<file path="src/rtl/ptw_pkg.sv">
// Package: shared types and entry-flag positions for the translation walker.
// Assumes 32-bit entries with flags in the low bits and a page number above the offset.
package ptw_pkg;

    typedef enum logic [2:0] {
        ST_IDLE    = 3'd0,
        ST_L1_REQ  = 3'd1,
        ST_L1_WAIT = 3'd2,
        ST_L2_REQ  = 3'd3,
        ST_L2_WAIT = 3'd4,
        ST_DONE    = 3'd5
    } walk_state_e;

    typedef enum logic [1:0] {
        FLT_NONE     = 2'd0,
        FLT_UNMAPPED = 2'd1,
        FLT_ABSENT   = 2'd2,
        FLT_PROT     = 2'd3
    } walk_fault_e;

    localparam int FLAG_VALID_BIT = 0;
    localparam int FLAG_RES_BIT   = 1;
    localparam int FLAG_PROT_BIT  = 2;

endpackage

</file>
<file path="src/rtl/ptw_va_split.sv">
// Module: splits a virtual address into top-level index, second-level index and page offset.
// Assumes VA_W == L1_IDX_W + L2_IDX_W + OFF_W; purely combinational.
module ptw_va_split #(
    parameter int VA_W     = 32,
    parameter int L1_IDX_W = 10,
    parameter int L2_IDX_W = 10,
    parameter int OFF_W    = 12
) (
    input  logic [VA_W-1:0]     vaddr,
    output logic [L1_IDX_W-1:0] l1_idx,
    output logic [L2_IDX_W-1:0] l2_idx,
    output logic [OFF_W-1:0]    offset
);
    localparam int L2_LSB = OFF_W;
    localparam int L1_LSB = OFF_W + L2_IDX_W;

    // Field extraction by fixed bit position.
    always_comb begin
        l1_idx = vaddr[L1_LSB +: L1_IDX_W];
        l2_idx = vaddr[L2_LSB +: L2_IDX_W];
        offset = vaddr[OFF_W-1:0];
    end
endmodule

</file>
<file path="src/rtl/ptw_entry_addr.sv">
// Module: forms the physical address of one table entry from a table base and an index.
// Assumes entries are 2**ENT_LOG2 bytes; carries past AW bits are dropped.
module ptw_entry_addr #(
    parameter int AW       = 32,
    parameter int IDX_W    = 10,
    parameter int ENT_LOG2 = 2
) (
    input  logic [AW-1:0]    table_base,
    input  logic [IDX_W-1:0] index,
    output logic [AW-1:0]    entry_addr
);
    logic [AW-1:0] scaled;

    // Scale the index by the entry size and add it to the base.
    always_comb begin
        scaled     = AW'(index) << ENT_LOG2;
        entry_addr = table_base + scaled;
    end
endmodule

</file>
<file path="src/rtl/ptw_pte_check.sv">
// Module: decodes one table entry into a page number and a fault class.
// Assumes the flag positions in ptw_pkg. LEAF=0 checks only the valid flag, as for a
// top-level pointer; LEAF=1 applies unmapped > absent > protected priority.
module ptw_pte_check
    import ptw_pkg::*;
#(
    parameter int PTE_W = 32,
    parameter int OFF_W = 12,
    parameter bit LEAF  = 1'b1
) (
    input  logic [PTE_W-1:0]       pte,
    output logic [PTE_W-OFF_W-1:0] ppn,
    output walk_fault_e            fault
);
    logic f_valid;
    logic f_res;
    logic f_prot;

    // Split the entry into flag bits and page number.
    always_comb begin
        f_valid = pte[FLAG_VALID_BIT];
        f_res   = pte[FLAG_RES_BIT];
        f_prot  = pte[FLAG_PROT_BIT];
        ppn     = pte[PTE_W-1:OFF_W];
    end

    generate
        if (LEAF) begin : g_leaf
            // Leaf classification in fixed priority order.
            always_comb begin
                if (!f_valid)     fault = FLT_UNMAPPED;
                else if (!f_res)  fault = FLT_ABSENT;
                else if (f_prot)  fault = FLT_PROT;
                else              fault = FLT_NONE;
            end
        end else begin : g_dir
            // Pointer entry: only the valid flag matters.
            always_comb begin
                fault = f_valid ? FLT_NONE : FLT_UNMAPPED;
            end
        end
    endgenerate
endmodule

</file>
<file path="src/rtl/ptw_walk_fsm.sv">
// Module: sequencing of one walk through request, wait and completion states.
// Assumes one read in flight; the responder returns exactly one response per accepted request.
module ptw_walk_fsm
    import ptw_pkg::*;
(
    input  logic        clk,
    input  logic        rst_n,
    input  logic        start,
    input  logic        req_ready,
    input  logic        resp_valid,
    input  logic        l1_ok,
    output walk_state_e state,
    output logic        accept
);
    walk_state_e state_d;

    // Walk is accepted only from idle.
    always_comb accept = (state == ST_IDLE) && start;

    // Next-state selection.
    always_comb begin
        state_d = state;
        unique case (state)
            ST_IDLE:    if (start)      state_d = ST_L1_REQ;
            ST_L1_REQ:  if (req_ready)  state_d = ST_L1_WAIT;
            ST_L1_WAIT: if (resp_valid) state_d = l1_ok ? ST_L2_REQ : ST_DONE;
            ST_L2_REQ:  if (req_ready)  state_d = ST_L2_WAIT;
            ST_L2_WAIT: if (resp_valid) state_d = ST_DONE;
            ST_DONE:                    state_d = ST_IDLE;
            default:                    state_d = ST_IDLE;
        endcase
    end

    // State register with synchronous reset.
    always_ff @(posedge clk) begin
        if (!rst_n) state <= ST_IDLE;
        else        state <= state_d;
    end
endmodule

</file>
<file path="src/rtl/ptw_walker.sv">
// Module: top of the two-level translation walker.
// Assumes memory answers each accepted read once; the root register is captured per walk.
module ptw_walker
    import ptw_pkg::*;
#(
    parameter int VA_W     = 32,
    parameter int PA_W     = 32,
    parameter int PTE_W    = 32,
    parameter int OFF_W    = 12,
    parameter int L1_IDX_W = 10,
    parameter int L2_IDX_W = 10,
    parameter int ENT_LOG2 = 2
) (
    input  logic             clk,
    input  logic             rst_n,
    input  logic             root_wr,
    input  logic [PA_W-1:0]  root_wdata,
    input  logic             walk_start,
    input  logic [VA_W-1:0]  walk_vaddr,
    output logic             busy,
    output logic             mem_req_valid,
    input  logic             mem_req_ready,
    output logic [PA_W-1:0]  mem_req_addr,
    input  logic             mem_resp_valid,
    input  logic [PTE_W-1:0] mem_resp_data,
    output logic             done,
    output logic [PA_W-1:0]  result_paddr,
    output logic [1:0]       result_fault
);
    localparam int PPN_W   = PTE_W - OFF_W;
    localparam int LEVELS  = 2;
    localparam int IDX_MAX = (L1_IDX_W > L2_IDX_W) ? L1_IDX_W : L2_IDX_W;

    walk_state_e       state;
    logic              accept;
    logic [PA_W-1:0]   root_q;
    logic [PA_W-1:0]   walk_root_q;
    logic [PA_W-1:0]   l2_table_q;
    logic [VA_W-1:0]   va_q;
    logic [L1_IDX_W-1:0] l1_idx;
    logic [L2_IDX_W-1:0] l2_idx;
    logic [OFF_W-1:0]  offset;
    logic [PPN_W-1:0]  dir_ppn;
    logic [PPN_W-1:0]  leaf_ppn;
    walk_fault_e       dir_fault;
    walk_fault_e       leaf_fault;
    logic              l1_ok;
    logic [PA_W-1:0]   paddr_q;
    walk_fault_e       fault_q;

    logic [PA_W-1:0]    lvl_base [LEVELS];
    logic [IDX_MAX-1:0] lvl_idx  [LEVELS];
    logic [PA_W-1:0]    lvl_addr [LEVELS];

    // Address field extraction from the captured virtual address.
    ptw_va_split #(
        .VA_W(VA_W), .L1_IDX_W(L1_IDX_W), .L2_IDX_W(L2_IDX_W), .OFF_W(OFF_W)
    ) u_split (
        .vaddr(va_q), .l1_idx(l1_idx), .l2_idx(l2_idx), .offset(offset)
    );

    // Per-level base and index selection feeding the address adders.
    always_comb begin
        lvl_base[0] = walk_root_q;
        lvl_base[1] = l2_table_q;
        lvl_idx[0]  = IDX_MAX'(l1_idx);
        lvl_idx[1]  = IDX_MAX'(l2_idx);
    end

    genvar g;
    generate
        for (g = 0; g < LEVELS; g++) begin : g_lvl
            ptw_entry_addr #(
                .AW(PA_W), .IDX_W(IDX_MAX), .ENT_LOG2(ENT_LOG2)
            ) u_eaddr (
                .table_base(lvl_base[g]),
                .index(lvl_idx[g]),
                .entry_addr(lvl_addr[g])
            );
        end
    endgenerate

    // Entry decode for the pointer level and the leaf level.
    ptw_pte_check #(.PTE_W(PTE_W), .OFF_W(OFF_W), .LEAF(1'b0)) u_dir_chk (
        .pte(mem_resp_data), .ppn(dir_ppn), .fault(dir_fault)
    );
    ptw_pte_check #(.PTE_W(PTE_W), .OFF_W(OFF_W), .LEAF(1'b1)) u_leaf_chk (
        .pte(mem_resp_data), .ppn(leaf_ppn), .fault(leaf_fault)
    );

    always_comb l1_ok = (dir_fault == FLT_NONE);

    // Walk sequencing.
    ptw_walk_fsm u_fsm (
        .clk(clk), .rst_n(rst_n), .start(walk_start),
        .req_ready(mem_req_ready), .resp_valid(mem_resp_valid),
        .l1_ok(l1_ok), .state(state), .accept(accept)
    );

    // Table root register, written by software at address-space changes.
    always_ff @(posedge clk) begin
        if (!rst_n)       root_q <= '0;
        else if (root_wr) root_q <= root_wdata;
    end

    // Per-walk capture of the virtual address and root.
    always_ff @(posedge clk) begin
        if (!rst_n) begin
            va_q        <= '0;
            walk_root_q <= '0;
        end else if (accept) begin
            va_q        <= walk_vaddr;
            walk_root_q <= root_q;
        end
    end

    // Second-level table base taken from a usable pointer entry.
    always_ff @(posedge clk) begin
        if (!rst_n) begin
            l2_table_q <= '0;
        end else if (state == ST_L1_WAIT && mem_resp_valid && l1_ok) begin
            l2_table_q <= PA_W'({dir_ppn, {OFF_W{1'b0}}});
        end
    end

    // Result registers, updated only when a walk resolves.
    always_ff @(posedge clk) begin
        if (!rst_n) begin
            paddr_q <= '0;
            fault_q <= FLT_NONE;
        end else if (state == ST_L1_WAIT && mem_resp_valid && !l1_ok) begin
            paddr_q <= '0;
            fault_q <= FLT_UNMAPPED;
        end else if (state == ST_L2_WAIT && mem_resp_valid) begin
            fault_q <= leaf_fault;
            paddr_q <= (leaf_fault == FLT_NONE) ? PA_W'({leaf_ppn, offset}) : '0;
        end
    end

    // Output decode from state and result registers.
    always_comb begin
        busy          = (state != ST_IDLE);
        done          = (state == ST_DONE);
        mem_req_valid = (state == ST_L1_REQ) || (state == ST_L2_REQ);
        mem_req_addr  = (state == ST_L2_REQ) ? lvl_addr[1] : lvl_addr[0];
        result_paddr  = paddr_q;
        result_fault  = fault_q;
    end
endmodule

</file>
<file path="config.mk">
export PLATFORM = sky130hd
export DESIGN_NAME = ptw_walker
export DESIGN_NICKNAME = d
export VERILOG_FILES = /design/src/rtl/ptw_pkg.sv /design/src/rtl/ptw_va_split.sv /design/src/rtl/ptw_entry_addr.sv /design/src/rtl/ptw_pte_check.sv /design/src/rtl/ptw_walk_fsm.sv /design/src/rtl/ptw_walker.sv
export SDC_FILE = /design/constraint.sdc
export NUM_CORES = 1
export LEC_CHECK = 0
export ABC_AREA = 0
export CAP_MARGIN = 20
export CORE_AREA = 2 2 126 128
export DETAILED_ROUTE_END_ITERATION = 6
export DIE_AREA = 0 0 128 130
export GPL_TIMING_DRIVEN = 1
export PLACE_DENSITY = 0.75
export SLEW_MARGIN = 25
export SYNTH_ARGS = -nofsm -noshare
export SYNTH_HDL_FRONTEND = slang
export SYNTH_SLANG_ARGS = --single-unit
</file>
<file path="constraint.sdc">
create_clock -name clk -period 3.8 [get_ports clk]
set_input_delay 0.95 -clock clk [delete_from_list [all_inputs] [get_ports clk]]
set_output_delay 0.95 -clock clk [all_outputs]
set_load 0.01 [all_outputs]
</file>
==> results of run 1 <==
[worst max-delay path, stage by stage (launching register included)]
cell and delay (ns):
dfxtp_1 0.34, ha_4 0.16, or4_1 0.54, or2_1 0.26, o32ai_4 0.15, buf_4 0.17
buf_4 0.15, nor4b_2 0.06, xnor2_1 0.13, o21ai_0 0.13, dlygate4sd2_1 0.32
[layout by cell type, fill, tap and decap left out, types with 7 or more instances in the layout]
| cell | count |
|---|---|
| a21oi_1 | 97 |
| a22oi_1 | 32 |
| and2_1 | 7 |
| buf_4 | 19 |
| clkbuf_16 | 17 |
| clkbuf_2 | 7 |
| clkdlybuf4s50_1 | 136 |
| dfxtp_1 | 153 |
| dlygate4sd2_1 | 11 |
| ha_1 | 7 |
| mux2i_1 | 32 |
| nand2_1 | 211 |
| nand3_1 | 12 |
| nor2_1 | 82 |
| nor3_1 | 10 |
| o21ai_0 | 17 |
| o21ai_1 | 10 |
| xnor2_1 | 15 |
[flip-flops by register name, summed over array words and instances (netlist names)]
signal / flops
result_paddr: 32
result_fault: 2
walk_root_q: 32
l2_table_q: 20
u_fsm.state: 3
va_q: 32
root_q: 32
[synthesized netlist by cell type (3+ instances only)]
cell type	count
nand2_1	212
dfxtp_1	153
a21oi_1	98
nor2_1	82
clkbuf_1	45
a22oi_1	32
mux2i_1	32
o21ai_0	20
xnor2_1	16
nand3_1	12
ha_1	10
nor3_1	10
o21ai_1	10
and2_1	9
buf_1	7
o21a_1	6
xor2_1	6
buf_2	5
inv_1	5
nor4_1	5
o31ai_1	5
nand2b_1	4
nand4_1	4
or4_1	4
a21o_1	3
a31oi_1	3
nor2b_1	3
[timing repair]
| action | CTS | global route |
|---|---|---|
| endpoints found under the hold margin | 0 | 0 |
| setup endpoints to repair | 22 | 14 |
| pin swaps | 1 | 3 |
| cloned | 0 | 0 |
| resized for setup | 37 | 29 |
| setup buffers | 1 | 0 |
[cell type report]
class                      instances  area [um2]  share of cell area
inverter                           5       20.02            0.002201
multi-input combinational        617        3422              0.3763
timing repair buffer             182        1742              0.1915
tap                              192       240.2             0.02642
sequential                       153        3063              0.3368
clock inverter                    11       146.4             0.01610
clock buffer                      21       460.4             0.05063
[worst min path at each step]
| stage | startpoint | endpoint | slack (ns) | cells after the start |
|---|---|---|---|---|
| floorplan | root_q[0] | walk_root_q[0] | 0.43 | 2 |
| global placement | root_q[0] | walk_root_q[0] | 0.44 | 2 |
| detailed placement | root_q[10] | walk_root_q[10] | 0.44 | 2 |
| CTS | walk_root_q[1] | walk_root_q[1] | 0.46 | 2 |
| global route | va_q[8] | va_q[8] | 0.47 | 2 |
| finish | result_fault[1] | result_fault[1] | 0.45 | 2 |
[stage by stage]
| step | instance area, um2 | total power, mW |
|---|---|---|
| after detailed placement | 8428 | 2.197 |
| final | 9094 | 3.873 |
| after global routing | 9094 | 4.023 |
| after floorplan | 6611 | 1.971 |
| after global placement | 8428 | 2.191 |
| after CTS | 9084 | 3.905 |
[where the power goes]
group          leakage, nW  internal (mW)  switching, mW  total, mW
clock network        0.281           1.07          0.647       1.71
registers             1.25           1.67         0.0480       1.72
logic                 1.89          0.216          0.227      0.443
[kinds of logic after synthesis]
logic type               after synthesis  synth area share
AND/OR/NAND/NOR                      361            0.2307
AO/OA/AOI/OAI                        191            0.1703
flip-flops                           153            0.4633
buffers and inverters                 62           0.03615
multiplexers                          32           0.04845
XOR/XNOR                              22           0.02914
adder cells (fa/ha/maj)               11           0.02195
[metal layers]
| metal | vias to the layer above | track usage |
|---|---|---|
| li1 | 3120 | - |
| met1 | 2814 | 0.2794 |
| met2 | 174 | 0.3240 |
| met3 | 33 | 0.03567 |
| met4 | 0 | 0.08856 |
| met5 | - | 0 |
==> results by group, run 1 <==
Drt
  • Top routing layer in use: met4
  • Met3 wire len: 719 um
  • Post-DRT Antenna Nets: 0
  • DRT Pass-1 Iters: 5
  • Met1 Wirelength: 8267 um
  • Via density: 5.200
  • Final WL: 17290 um
  • Vias: 6141
  • Drt drc: 0
  • Routed length per placed instance: 14.64 um
  • Drt initial violations: 281
  • Met2 wire len: 7870 um

Flow run
  • Max-cap violation count: 0

Power and ir drop
  • VDD IR max: 0.3139 mV
  • Pleak: 3.420 nW
  • Pwr/cell area: 425.9 nW/um2

Outcome
  • Status: finished clean

Finish
  • Layout Cells excl Fill: 1181
  • Area growth, synth to finish: 37.55%
  • Antenna fix cells: 0
  • Ratio of cells with drive above 1 in the final layout: 0.08190
  • Fin util: 0.5896
  • # nets final: 1089
  • Filler Cells Inserted: 1412

Worst setup path
  • Crit end category: primary output
  • Reg2reg start: u_fsm.state[2]
  • Crit path DAT: 2.82 ns
  • CP Launch Type: register
  • Setup Crit Path Kind: register to primary output
  • Reg2Reg Depth: 6
  • Critical Path Fanout Max: 6
  • Crit path to: mem_req_addr[18]
  • Worst R2R Setup Slack: 1.89 ns
  • Origin of the worst setup path: walk_root_q[6]
  • Terminus of the critical flop-to-flop path: result_paddr[19]
  • Worst EP required: 2.85 ns

GRT
  • Gr usage total: 0.2055
  • First-pass GRT wire length: 27340 um
  • Initial antenna violation count: 0
  • Number of global-route vias before repair: 5469
  • Largest net degree at the start of global routing: 68
  • Gr ovfl total: 0

Clock network
  • Total CTS buffers: 17
  • Clock Pin Slew Worst Setup and Hold Paths: 0.06 ns
  • H-tree levels: 4
  • CTS tree: yes
  • # hold bufs at CTS: 0
  • Sink Count: 153
  • Root buffer cell: clkbuf_16
  • Worst-Skew Late Latency: 0.42 ns
  • Clock tree buffer depth: 2

Placed design
  • Inst Count DP: 1148
  • DP HPWL: 12170 um
  • Routability cong.: 0.9213
  • Dpl ws: 0.1043 ns
  • I/O Buffers: 161

Synth
  • Async SR Flop Fraction: 0
  • Synthesized Nets: 945
  • Synth top area share: 0.4633
  • Yosys warns: 0
  • Top FF cell, synth: dfxtp_1
  • Mapped Cells: 832
  • Sequential-to-total area share from yosys stat: 0.4633
  • Post-synth EDFFs: 0
  • Synth unique cells: 50
  • Post-synth top area cell: dfxtp_1
  • Syn_area_per_cell: 7.946 um2
  • Top post-synthesis cells by area: dfxtp_1 46%, nand2_1 12%, a21oi_1 7.4%
  • Post-Syn Area: 6611 um2
  • #FFs+latches synth: 153

Timing
  • Slew headroom: 0.3775
  • Final setup violation count: 0
  • Hold_ws: 0.4530 ns
  • Clk_skew: 0.006636 ns
  • Final period utilization: 0.9920
  • Slew Viols, Final: 0
  • Unrepaired setup endpoints after global routing: true
  • Final setup margin: 0.03025 ns
  • Tmin final: 3.770 ns
  • Setup TNS: 0 ns
  • Fmax: 265.3 MHz
  • Final hold violation count: 0
  • Worst slew pin tran: 0.9338 ns

Floorplan
  • Die Height: 130 um
  • IO Pins: 171
  • FP Rows: 46
  • DIE AREA: 16640 um2
  • Placeable Area: 15420 um2
  • Die Span X: 128 um
  • Starting density of the core: 0.4286

Worst hold path
  • Worst hold path class: register to register
Note: power is estimated with default switching activity, not from simulation.
==> run 2, diff against run 1 <==
--- a/config.mk
+++ b/config.mk
@@ -10,9 +10,10 @@
 export CORE_AREA = 2 2 126 128
 export DETAILED_ROUTE_END_ITERATION = 6
 export DIE_AREA = 0 0 128 130
-export GPL_TIMING_DRIVEN = 1
+export GPL_TIMING_DRIVEN = 0
 export PLACE_DENSITY = 0.75
 export SLEW_MARGIN = 25
 export SYNTH_ARGS = -nofsm -noshare
 export SYNTH_HDL_FRONTEND = slang
 export SYNTH_SLANG_ARGS = --single-unit
+export TNS_END_PERCENT = 10
==> run 2 against run 1 <==
  * The run now ends with negative setup slack left
  * Power decreased by 0.73%
  * Sequential power is essentially flat
  * Largest cell class unchanged
  * Largest power group unchanged
  * Clock-buffer cell count decreased by 1
  * Clock skew hardly changed
  * Die area unchanged
  * Register-to-register slack got worse by 0.55 ns
==> results by group, run 2 (synthesized netlist as in run 1, its figures left out) <==
Worst setup path
  • Reg2Reg Depth: 7 (+1)
  • Crit end category: primary output
  • Worst R2R Setup Slack: 1.34 ns (-0.55 ns)
  • Origin of the worst setup path: va_q[27]
  • Worst path cell trace: ha_2 > or4_1 > or2_4 > o32ai_4 > buf_4 > nor4b_1 > xnor2_1 > o21ai_0 > dlygate4sd2_1
  • Largest stage delay, worst path: 0.55 ns (about the same)
  • Worst EP required: 2.85 ns (about the same)
  • Crit path DAT: 2.95 ns (+0.13 ns)
  • Reg2reg start: u_fsm.state[0]
  • Setup Crit Path Kind: register to primary output
  • Critical Path Fanout Max: 6 (unchanged)
  • Crit path to: mem_req_addr[18]
  • Crit-path slowest cell: or4_1
  • CP Launch Type: register
  • Terminus of the critical flop-to-flop path: walk_root_q[27]

Timing
  • Slew headroom: 0.5113 (+0.1338)
  • Final setup margin: -0.09787 ns (-0.1281 ns)
  • Unrepaired setup endpoints after global routing: true
  • Final setup violation count: 2 (+2)
  • Setup TNS: -0.1441 ns (-0.1441 ns)
  • Tmin final: 3.898 ns (+0.1281 ns)
  • Final hold violation count: 0 (unchanged)
  • Worst slew pin tran: 0.7282 ns (-0.2056 ns)
  • Fmax: 256.6 MHz (-3.3%)
  • Hold_ws: 0.4532 ns (+0.0002790 ns)
  • Final period utilization: 1.026 (+0.03372)
  • Slew Viols, Final: 0 (unchanged)
  • Clk_skew: 0.006950 ns (+0.0003135 ns)

Drt
  • Vias: 6267 (+2.1%)
  • Drt initial violations: 328 (+17%)
  • DRT Pass-1 Iters: 6 (+1)
  • Final WL: 18640 um (+7.8%)
  • Drt drc: 0 (unchanged)
  • Post-DRT Antenna Nets: 0 (unchanged)
  • Met1 Wirelength: 8358 um (+1.1%)
  • Top routing layer in use: met4
  • Routed length per placed instance: 15.36 um (+4.9%)
  • Via density: 5.162 (-0.72%)
  • Met3 wire len: 983 um (+37%)
  • Met2 wire len: 8887 um (+13%)

Floorplan
  • IO Pins: 171 (unchanged)
  • FP Rows: 46 (unchanged)
  • Placeable Area: 15420 um2 (unchanged)
  • Starting density of the core: 0.4286 (unchanged)
  • DIE AREA: 16640 um2 (unchanged)
  • Die Height: 130 um (unchanged)
  • Die Span X: 128 um (unchanged)

Clock network
  • H-tree levels: 4 (unchanged)
  • # hold bufs at CTS: 0 (unchanged)
  • Total CTS buffers: 17 (unchanged)
  • Root buffer cell: clkbuf_16
  • Worst-Skew Late Latency: 0.42 ns (about the same)
  • Clock tree buffer depth: 2 (unchanged)
  • Sink Count: 153 (unchanged)
  • Clock Pin Slew Worst Setup and Hold Paths: 0.06 ns (about the same)
  • CTS tree: yes

Finish
  • Multi-input logic area: 3462 um2 (+1.2%)
  • Layout Cells excl Fill: 1214 (+2.8%)
  • Filler Cells Inserted: 1388 (-1.7%)
  • Most frequent cells in the layout: 212 x nand2_1, 153 x dfxtp_1, 138 x clkdlybuf4s50_1
  • Area growth, synth to finish: 38.74%
  • Antenna fix cells: 0 (unchanged)
  • Most common cell after layout, fill and taps aside: nand2_1
  • Ratio of cells with drive above 1 in the final layout: 0.06360 (-0.01830)
  • Reg area: 3063 um2 (unchanged)
  • # nets final: 1125 (+3.3%)

GRT
  • Gr ovfl total: 0 (unchanged)
  • Initial antenna violation count: 0 (unchanged)
  • Number of global-route vias before repair: 5754 (+5.2%)
  • Largest net degree at the start of global routing: 17 (-75%)
  • Gr usage total: 0.2208 (+0.01535)
  • First-pass GRT wire length: 28910 um (+5.8%)

Outcome
  • Status: finished with violations
  • Violated checks: negative setup slack

Placed design
  • Routability cong.: 0.9233 (+0.22%)
  • Inst Count DP: 1183 (+3.0%)
  • I/O Buffers: 159 (-1.2%)
  • DP HPWL: 13520 um (+11%)

Power and ir drop
  • Pleak: 3.415 nW (-0.13%)
  • VDD IR max: 0.2893 mV (-7.8%)
  • Pwr/cell area: 419.1 nW/um2 (-1.6%)

Worst hold path
  • Worst hold path class: register to register

Flow run
  • Max-cap violation count: 0 (unchanged)
==> run 2: metrics by stage <==
stage                 util  instance area, um2  total power, mW  setup WS, ns
floorplan                -                6611            1.971        0.7629
global placement    0.5474                8443            2.201       -0.1087
detailed placement  0.5474                8443            2.208       -0.1348
CTS                 0.5933                9151            3.875       -0.1634
global route        0.5947                9173            3.994       -0.2256
finish              0.5947                9173            3.845      -0.09787
==> run 2: layer usage <==
metal	up-vias	GRT usage
met5	-	0
met4	0	0.08209
met3	25	0.04387
met2	199	0.3746
met1	2854	0.2803
li1	3189	-
==> run 2: critical path: cells and delay by family (launching register included) <==
family | cells | cell delay (ns)
compound gates | 2 | 0.42
xor+xnor | 1 | 0.16
fa+ha+maj | 1 | 0.23
buf+inv | 2 | 0.51
flops | 1 | 0.32
simple gates | 3 | 0.89
==> run 2: worst min-delay path by stage <==
stage,start,endpoint,slack [ns],cells after the start
4_1_cts,walk_root_q[0],walk_root_q[0],0.45,2
3_5_place_dp,walk_root_q[0],walk_root_q[0],0.44,2
3_3_place_gp,walk_root_q[0],walk_root_q[0],0.44,2
2_1_floorplan,root_q[0],walk_root_q[0],0.43,2
6_report,walk_root_q[0],walk_root_q[0],0.45,2
5_1_grt,va_q[6],va_q[6],0.47,2
==> run 2: cell type report <==
| type | count | area share |
|---|---|---|
| plain buffers | 57 | 0.02483 |
| clock buffers | 20 | 0.04870 |
| clock inverters | 9 | 0.01378 |
| inverters | 5 | 0.002046 |
| multi-input cells | 618 | 0.3774 |
| flip-flops and latches | 153 | 0.3339 |
| well taps | 192 | 0.02619 |
| repair buffers | 160 | 0.1731 |
==> run 2: where the power goes <==
part	internal, mW	switching [mW]	leakage (nW)
clock	1.03	0.628	0.281
combinational	0.221	0.247	1.89
sequential	1.67	0.0454	1.25
total	2.92	0.920	3.42
==> run 2: repair_timing <==
action                                  4_1_cts  5_1_grt
gates cloned                                  1        0
endpoints found under the setup margin       28       20
resized for setup                            53       18
pin swaps                                     5        1
setup buffers                                 1        0
==> run 3, diff against run 2 <==
--- a/config.mk
+++ b/config.mk
@@ -7,11 +7,11 @@
 export LEC_CHECK = 0
 export ABC_AREA = 0
 export CAP_MARGIN = 20
-export CORE_AREA = 2 2 126 128
+export CORE_AREA = 2 2 125 127
 export DETAILED_ROUTE_END_ITERATION = 6
-export DIE_AREA = 0 0 128 130
+export DIE_AREA = 0 0 127 129
 export GPL_TIMING_DRIVEN = 0
-export PLACE_DENSITY = 0.75
+export PLACE_DENSITY = 0.76
 export SLEW_MARGIN = 25
 export SYNTH_ARGS = -nofsm -noshare
 export SYNTH_HDL_FRONTEND = slang
==> run 3 against run 2 <==
  * Global-route usage down 0.41 points
  * Critical path depth down 1
  * Non-clock buffer count unchanged
  * The run still ends with negative setup slack left
  * Via count down 0.73%
  * Largest cell class unchanged
==> results by group, run 3 (synthesized netlist as in run 1, its figures left out) <==
Outcome
  • Status: finished with violations
  • Violated checks: negative setup slack

Finish
  • Post-route cell area: 9126 um2 (-0.50%)
  • # nets final: 1124 (-0.089%)
  • Most frequent cells in the layout: 212 x nand2_1, 152 x dfxtp_1, 139 x clkdlybuf4s50_1
  • Most common cell after layout, fill and taps aside: nand2_1
  • Fin util: 0.6094 (+0.01469)
  • Antenna fix cells: 0 (unchanged)
  • Layout Cells excl Fill: 1210 (-0.33%)
  • Filler Cells Inserted: 1342 (-3.3%)
  • Area growth, synth to finish: 38.04%
  • Ratio of cells with drive above 1 in the final layout: 0.06067 (-0.002935)

GRT
  • Largest net degree at the start of global routing: 17 (unchanged)
  • Initial antenna violation count: 0 (unchanged)
  • Gr usage total: 0.2167 (-0.004140)
  • Number of global-route vias before repair: 5675 (-1.4%)
  • First-pass GRT wire length: 28120 um (-2.7%)
  • Gr ovfl total: 0 (unchanged)

Drt
  • Final WL: 17860 um (-4.2%)
  • Routed length per placed instance: 14.76 um (-3.9%)
  • Top routing layer in use: met4
  • DRT Pass-1 Iters: 5 (-1)
  • Vias: 6221 (-0.73%)
  • Drt drc: 0 (unchanged)
  • Met2 wire len: 8330 um (-6.3%)
  • Met3 wire len: 923 um (-6.1%)
  • Drt initial violations: 464 (+41%)
  • Post-DRT Antenna Nets: 0 (unchanged)
  • Met1 Wirelength: 8116 um (-2.9%)
  • Via density: 5.141 (-0.41%)

Placed design
  • Dpl ws: -0.1291 ns (+0.005707 ns)
  • I/O Buffers: 159 (unchanged)
  • Routability cong.: 0.9145 (-0.95%)
  • Dpl cell area: 8438 um2 (about the same)
  • Inst Count DP: 1179 (-0.34%)
  • DP HPWL: 13370 um (-1.1%)

Timing
  • Tmin final: 3.885 ns (-0.01309 ns)
  • Final period utilization: 1.022 (-0.003444)
  • Final setup violation count: 1 (-1)
  • Worst slew pin tran: 0.7064 ns (-0.02178 ns)
  • Final setup margin: -0.08478 ns (+0.01309 ns)
  • Slew Viols, Final: 0 (unchanged)
  • Slew headroom: 0.5291 (+0.01778)
  • Clk_skew: 0.009562 ns (+0.002613 ns)
  • Unrepaired setup endpoints after global routing: true
  • Hold_ws: 0.4499 ns (-0.003304 ns)
  • Final hold violation count: 0 (unchanged)
  • Fmax: 257.4 MHz (+0.34%)

Clock network
  • H-tree levels: 4 (unchanged)
  • Sink Count: 153 (unchanged)
  • Total CTS buffers: 17 (unchanged)
  • Clock Pin Slew Worst Setup and Hold Paths: 0.06 ns (about the same)
  • Worst-Skew Late Latency: 0.43 ns (about the same)
  • Root buffer cell: clkbuf_16
  • CTS tree: yes
  • Clock tree buffer depth: 2 (unchanged)
  • # hold bufs at CTS: 0 (unchanged)

Worst setup path
  • Worst EP required: 2.85 ns (about the same)
  • CP Launch Type: register
  • Crit end category: primary output
  • Setup Crit Path Kind: register to primary output
  • Crit path DAT: 2.93 ns (-0.02 ns)
  • Critical Path Fanout Max: 9 (+3)

Floorplan
  • Placeable Area: 14980 um2 (-2.9%)
  • Starting density of the core: 0.4414 (+0.01282)
  • DIE AREA: 16380 um2 (-1.5%)
  • IO Pins: 171 (unchanged)
  • Die Height: 129 um (-0.77%)
  • Die Span X: 127 um (-0.78%)
  • FP Rows: 45 (-2.2%)

Worst hold path
  • Worst hold path class: register to register

Power and ir drop
  • Pleak: 3.383 nW (-0.96%)
  • Pwr/cell area: 425.5 nW/um2 (+1.5%)
  • VDD IR max: 0.2948 mV (+1.9%)

Flow run
  • Max-cap violation count: 0 (unchanged)
run 3: changes by cell type in the layout (fill, tap and decap cells not counted), sizes merged, moves of 2 or more:
| cell | delta |
|---|---|
| clkinvlp | +2 |
| clkbuf | +5 |
| dlymetal6s2s | -2 |
| clkinv | -4 |
run 3: critical path, stage by stage, from the launching register on:
cell and delay, ns:
dfxtp_1 0.31, ha_1 0.27, clkbuf_4 0.19, o2111ai_2 0.18
or4_1 0.55, a21oi_1 0.19, xnor2_1 0.09, o21ai_1 0.17
clkdlybuf4s50_1 0.57
run 3: per-stage QoR:
step                      setup TNS (ns)  power [mW]
after CTS                        -0.3579       3.900
after detailed placement         -0.4059       2.206
after global placement           -0.3578       2.199
after global routing             -0.6200       4.032
after floorplan                        0       1.971
final                           -0.08478       3.884
run 3: power breakdown:
part | total, mW | leakage, nW | switching [mW] | internal, mW
combinational | 0.462 | 1.85 | 0.242 | 0.220
sequential | 1.71 | 1.25 | 0.0442 | 1.67
clock | 1.71 | 0.281 | 0.632 | 1.08
total | 3.88 | 3.38 | 0.918 | 2.97
run 3: final timing paths:
| kind | slack, ns | cells after the start | startpoint | endpoint |
|---|---|---|---|---|
| setup / recovery | -0.08 | 8 | va_q[31] | mem_req_addr[27] |
| hold / removal | 0.45 | 2 | root_q[29] | walk_root_q[29] |
| setup reg to reg | 1.45 | 7 | u_fsm.state[0] | walk_root_q[31] |
| hold reg to reg | 0.45 | 2 | root_q[29] | walk_root_q[29] |
run 3: final cells by class:
cell class,instances,area (um2),share of cell area
multi-input combinational,617,3403,0.3729
inverter,5,18.77,0.002056
clock inverter,7,117.6,0.01289
tap,188,235.2,0.02577
sequential,153,3064,0.3358
buffer,57,229.0,0.02509
timing repair buffer,160,1580,0.1732
clock buffer,23,478.0,0.05237
run 3: what timing repair did:
action | 4_1_cts | 5_1_grt
gates resized for setup | 45 | 25
pin swaps | 2 | 5
endpoints found under the setup margin | 27 | 21
setup buffers | 1 | 0
run 3: routing by layer:
layer,GRT usage,vias to the layer above
met5,0,-
met4,0.1008,0
met3,0.03867,31
met2,0.3555,172
met1,0.2795,2824
li1,-,3194
